<file path="config.mk">
export PLATFORM = sky130hd
export DESIGN_NAME = rot_unit
export DESIGN_NICKNAME = d
export VERILOG_FILES = /design/src/rtl/rot_unit.sv
export SDC_FILE = /design/constraint.sdc
export NUM_CORES = 1
export LEC_CHECK = 0
export BUFFER_PORTS_ARGS = -buffer_cell sky130_fd_sc_hd__buf_4
export CAP_MARGIN = 20
export CORE_MARGIN = 2
export CORE_UTILIZATION = 29
export CTS_BUF_LIST = sky130_fd_sc_hd__clkbuf_4 sky130_fd_sc_hd__clkbuf_8
export CTS_CLUSTER_SIZE = 40
export DETAILED_ROUTE_END_ITERATION = 10
export GPL_ROUTABILITY_DRIVEN = 0
export SYNTH_ARGS = -nofsm -noshare
export SYNTH_HDL_FRONTEND = slang
export SYNTH_SLANG_ARGS = --single-unit
</file>
<file path="constraint.sdc">
create_clock -name clk -period 3.95 [get_ports clk]
set_clock_uncertainty 0.15 [all_clocks]
set_input_delay 0.395 -clock clk [delete_from_list [all_inputs] [get_ports clk]]
set_output_delay 0.395 -clock clk [all_outputs]
set_load 0.005 [all_outputs]
</file>
<file path="src/rtl/rot_unit.sv">
module rot_unit #(
  parameter int W  = 32,
  parameter int AW = 8
) (
  input  logic          clk,
  input  logic          rst,
  input  logic          in_valid,
  input  logic [W-1:0]  operand,
  input  logic [AW-1:0] amount,
  input  logic          op_ext,
  input  logic          set_flags,
  input  logic          carry_in,
  output logic          out_valid,
  output logic [W-1:0]  result,
  output logic          carry_out
);

  localparam int SW = $clog2(W);

  logic [SW-1:0] sh;
  logic [SW-1:0] cidx;
  logic          zero_amt;
  logic [W-1:0]  ror_val;
  logic [W-1:0]  nxt_res;
  logic          nxt_c;

  assign sh       = amount[SW-1:0];
  assign cidx     = sh - SW'(1);
  assign zero_amt = (amount == '0);
  assign ror_val  = (operand >> sh) | (operand << (W - int'(sh)));

  always_comb begin
    if (op_ext) begin
      nxt_res = {carry_in, operand[W-1:1]};
      nxt_c   = set_flags ? operand[0] : carry_in;
    end else if (zero_amt) begin
      nxt_res = operand;
      nxt_c   = carry_in;
    end else begin
      nxt_res = ror_val;
      nxt_c   = set_flags ? operand[cidx] : carry_in;
    end
  end

  always_ff @(posedge clk) begin
    if (rst) begin
      out_valid <= 1'b0;
      result    <= '0;
      carry_out <= 1'b0;
    end else begin
      out_valid <= in_valid;
      if (in_valid) begin
        result    <= nxt_res;
        carry_out <= nxt_c;
      end
    end
  end

endmodule

</file>
# After elaboration in Yosys (flattened, before gate mapping)
# Cells that the tools add are included.
# Widths: inputs -> output; s select.
dict set report classes {
  add_sub_neg 2
  shifts 2
  mux 8
  n_reduce_logical 1
  magnitude_cmp 1
  n_bitwise 1
}
# op count
set op_table {}
lappend op_table {{$mux 32} 2}
lappend op_table {{$or 32x32->32} 1}
lappend op_table {{$shl 32x32->32} 1}
lappend op_table {{$shr 32x5->32} 1}
lappend op_table {{$logic_not 8->1} 1}
lappend op_table {{$sub 6x5->7 const A} 1}
lappend op_table {{$lt 5x6->1 const B} 1}
lappend op_table {{$bmux 1 s5} 1}
lappend op_table {{$mux 1} 5}
lappend op_table {{$sub 5x1->5 const B} 1}
dict set report totals {
  in_bits 46
  elab_cells 18
  reg_bits 34
}

# Logic depth before layout (Yosys ltp)
dict set report depth {
  ltp_word 6
  mapped_depth 15
}

# Worst setup path before layout
# Ideal clock, no wire load.
dict set report synth_path {
  kind {in2reg}
  start {input amount[0]}
  end {register result[12]}
  setup_slack_ps 522
  path_buffers 6
  stages 13
  required_time_ps 3661
  setup_time_ps 139
  arrival_ps 3139
  cell_sequence {buf_6 buf_6 inv_2 buf_2 buf_2 ha_1 buf_2 buf_2 mux4_2 mux2_2 mux2_2 a222oi_1 o221ai_1}
}
dict set report synth_via {
  elab_chain_len 5
  elab_cells_between_ends 7
  cone_classes {add/sub (1); shift (2); mux (2); bitwise (1); reduce/logical (1)}
}
# element line
set synth_rtl {}
lappend synth_rtl {{from (decl)} 9} ;# input logic [AW-1:0] amount,
lappend synth_rtl {{$sub 6x5->7} 30} ;# assign ror_val = (operand >> sh) | (operand << (W - int'(sh)));
lappend synth_rtl {{$shl 32x32->32} 30}
lappend synth_rtl {{$or 32x32->32} 30}
lappend synth_rtl {{$mux 32 (*)} 36} ;# end else if (zero_amt) begin
lappend synth_rtl {{$mux 32 (*)} 33} ;# if (op_ext) begin
lappend synth_rtl {{to (signal assigned)} 53} ;# result <= nxt_res;
lappend synth_rtl {{to (decl)} 14} ;# output logic [W-1:0] result,
# Every way passes the cells marked *; elsewhere a longest branch is shown, timed or not.
# A chain may end at the register's enable or synchronous reset.

# Worst setup path in the final report
dict set report layout_path {
  start {input amount[1]}
  end {register result[11]}
}
# Same word-level chain as after synthesis.

==> impl_results.md <==
* Maximum vdd ir drop at around 0.11 mV
* Leading cell types by total area after synthesis: sky130_fd_sc_hd__mux4_2 (18%), sky130_fd_sc_hd__mux2i_1 (12%), sky130_fd_sc_hd__dfxtp_1 (11%), sky130_fd_sc_hd__mux2_2 (6.6%), sky130_fd_sc_hd__nand2_1 (5.7%)
* MaxCap Viol Count at 0
* Classification of the worst-slack hold path: input port to register
* Share of power burned in registers at 0.242
* Clock tree root driver cell: sky130_fd_sc_hd__clkbuf_8
* Share of total power consumed by net switching at 0.442
* Post-Place Worst Slack at around 0.30 ns
* EDFF count, synth at 0
* Highest fanout seen on the critical path at 13
* Initial cell density of the core at 0.295
* Placed wire-length estimate at 19600 um
* PnR Total Power at 1.64 mW
* Kind of start point of the critical path: input port
* Number of design-rule violations left by the first detailed-router iteration at 1161
* Accumulated negative setup slack at 0 ns
* Minimum period implied by the final worst setup slack at 3.53 ns
* Cell Count Post-Placement at 1026
* Global router's overall resource usage at 0.241
* Highest-count cells in the layout ignoring fill and taps: sky130_fd_sc_hd__buf_4 (100), sky130_fd_sc_hd__nand2_1 (90), sky130_fd_sc_hd__mux2i_1 (72)
* Max transition margin at 0.0906
* Placeable Area at 0.0202 mm^2
* Pin count of the biggest net entering global routing at 53
* Clock network latency to the later pin of the worst-skew pair at 0.28 ns
* I/O pins at 80
* Synthesized net count at 790
* Number of levels in the clock H-tree at 2
* Worst endpoint required time at approximately 4 ns
* Via count of the first global-routing pass at 6283
* Post-synth cell types at 72
* Global-route wire length before repair at slightly below 40000 um
* Kind of end point of the critical path: register
* Placement Rows at 52
* Combined area of all synthesized cells at 0.00597 mm^2
* Die footprint at between 0.02 and 0.025 mm^2
* CTS tree: yes
* Clk sinks at 34
* Count of input and output buffers at slightly below 80
* Compound-cell area share of the yosys netlist at 0.243
* Proportion of layout cells with a drive suffix above 1 at 0.271
* Crit path DAT at 3.52 ns
* First-pass iteration count of the detailed router at 7
* Mux share of post-synthesis cell area at 0.381
* Simple logic cell fraction of the synthesized area at 0.166
* Critical path start-end classification: input port to register
* Portion of the clock cycle consumed by the worst path in the final layout at 0.893
* Yosys top cell by area: sky130_fd_sc_hd__mux4_2
* Number of hold violations in the final report at 0
* Most common cell after layout, fill and taps aside: sky130_fd_sc_hd__buf_4
* Number of standard cells after synthesis at roughly 740
* Sequential element share of the synthesized area at 0.114
* Setup fix buffers added after clock tree synthesis at 0
* Total routed wirelength at about 27000 um
* Actual transition at the worst max-transition pin at 1.35 ns
* Number of warning messages in the yosys log at 0
* Total congestion overflow at 0
* Hold Slack at 0.275 ns
* Synth Area per Inst at ~8 um^2
* Clock-pin slew of the registers on the worst-case setup and hold paths at around 0.07 ns
* Asr flop ratio synth at 0
* Per-cell via count in the routed design at 6.49
* PwrDens at approximately 240 mW/mm^2
* Vertical die dimension at around 150 um
* Layout overhead on the synthesized area at 12.8%
* Result of the run: finished clean
* Net load switching power at between 0.7 and 0.8 mW
* Most used flip-flop cell after synthesis: sky130_fd_sc_hd__dfxtp_1
* Area share of the largest cell type after synthesis at 0.185
* Horiz. Die Dim at 147 um
* Unrepaired setup endpoints after global routing: no
* Leakage power figure at 2.61 nW
* Number of antenna violations at the first check in global routing at 1
* Combinational group share of total power at 0.582
* Non-filler instance count after layout at 1035
* Area share of xor/xnor cells in the synthesized design at 0.0117
* Number of slew-limit violations in the final report at 0
* Adder and majority cell fraction of the synthesized area at 0.00210
* # DRC at 0
* Number of buffers added to fix hold violations after cts at 0
* Setup ws final at 0.422 ns
* Number of flip-flops and latches in the synthesized netlist at 34
* Post-cts sizing count at 0
* Clock share of power at 0.176
* Total via count in the routed design at 6712
* Routed len/inst at 26.2 um
* F_max at 0.283 GHz
* Setup violators final at 0
* Largest family of logic cells by synthesized area: multiplexers
* Total Nets Final at 810
* Internal power of the cells at 0.916 mW
* Antenna Violating Nets Remaining at 0
* Buffers from clock root to sink, at most at 2
* Total CTS buffers at 5
==> critical path, stage by stage <==
cell and delay (ns):
sky130_fd_sc_hd__buf_4 0.09, sky130_fd_sc_hd__clkinv_1 0.19, sky130_fd_sc_hd__ha_1 0.78, sky130_fd_sc_hd__buf_4 0.29, sky130_fd_sc_hd__mux4_2 0.35, sky130_fd_sc_hd__mux2_2 0.33, sky130_fd_sc_hd__and2_1 0.17, sky130_fd_sc_hd__o41ai_1 0.77
sky130_fd_sc_hd__a21oi_1 0.14
==> cells by family (layout without fill, tap and decap cells) <==
kind of cell | count (synthesis) | count (layout)
other cells | 0 | 1
fa+ha+maj | 1 | 1
xor+xnor | 5 | 5
flops | 34 | 34
mux | 158 | 158
buf+inv | 105 | 126
simple gates | 218 | 218
compound gates | 222 | 222
==> power groups by stage <==
stage	sequential [mW]	combinational (mW)	clock (mW)
finish	0.397	0.955	0.288
global route	0.400	0.997	0.303
CTS	0.396	0.914	0.286
detailed placement	0.404	0.911	0
global placement	0.404	0.911	0
floorplan	0.400	0.605	0
==> cell usage after synthesis (6+ instances only) <==
library cell and instances:
sky130_fd_sc_hd__o22ai_1 16, sky130_fd_sc_hd__mux4_2 49, sky130_fd_sc_hd__mux2i_1 72, sky130_fd_sc_hd__nor3_1 13, sky130_fd_sc_hd__and3_1 8, sky130_fd_sc_hd__or3_1 9
sky130_fd_sc_hd__a221oi_1 8, sky130_fd_sc_hd__buf_2 27, sky130_fd_sc_hd__nor2b_1 9, sky130_fd_sc_hd__buf_1 6, sky130_fd_sc_hd__o211ai_1 17, sky130_fd_sc_hd__buf_4 7
sky130_fd_sc_hd__a211oi_1 13, sky130_fd_sc_hd__a21oi_1 58, sky130_fd_sc_hd__nand3_1 13, sky130_fd_sc_hd__nor2_1 53, sky130_fd_sc_hd__nand2_1 90, sky130_fd_sc_hd__mux2_2 35
sky130_fd_sc_hd__dfxtp_1 34, sky130_fd_sc_hd__clkbuf_1 41, sky130_fd_sc_hd__o221ai_1 6, sky130_fd_sc_hd__o21ai_0 53, sky130_fd_sc_hd__inv_1 15
==> flip-flops by register name, indices dropped and copies added, names as in the netlist <==
register / count
out_valid: 1
carry_out: 1
result: 32
==> per-stage QoR <==
step / util / cell area (um^2)
after global routing: 0.333 / 6730
after global placement: 0.328 / 6640
after floorplan: - / 5970
final: 0.333 / 6730
after detailed placement: 0.328 / 6640
after CTS: 0.333 / 6730
==> metal layers <==
| layer | vias up | share of wire | GRT usage |
|---|---|---|---|
| li1 | 2862 | - | - |
| met1 | 3152 | 0.40 | 0.334 |
| met2 | 600 | 0.40 | 0.336 |
| met3 | 98 | 0.15 | 0.0957 |
| met4 | 0 | 0.047 | 0.0880 |
| met5 | - | 0 | 0 |
==> final cells by class <==
type                    count  area (um^2)
repair buffers            100          751
multi-input cells         604         4800
fillers                  2155        13500
clock buffers               7         90.1
inverters                  18         67.6
clock inverters             1         5.00
diodes                      1         2.50
flip-flops and latches     34          681
well taps                 270          338
==> path summary, 6_finish.rpt <==
check                                 from    endpoint  slack (ns)  cells after the start
worst max-delay path             amount[1]  result[11]        0.42                      9
worst min-delay path             set_flags   carry_out        0.28                      3
worst max register to register  result[15]  result[15]        2.21                      4
worst min register to register   result[4]   result[4]        0.33                      2
(Power assumes the default switching activity.)
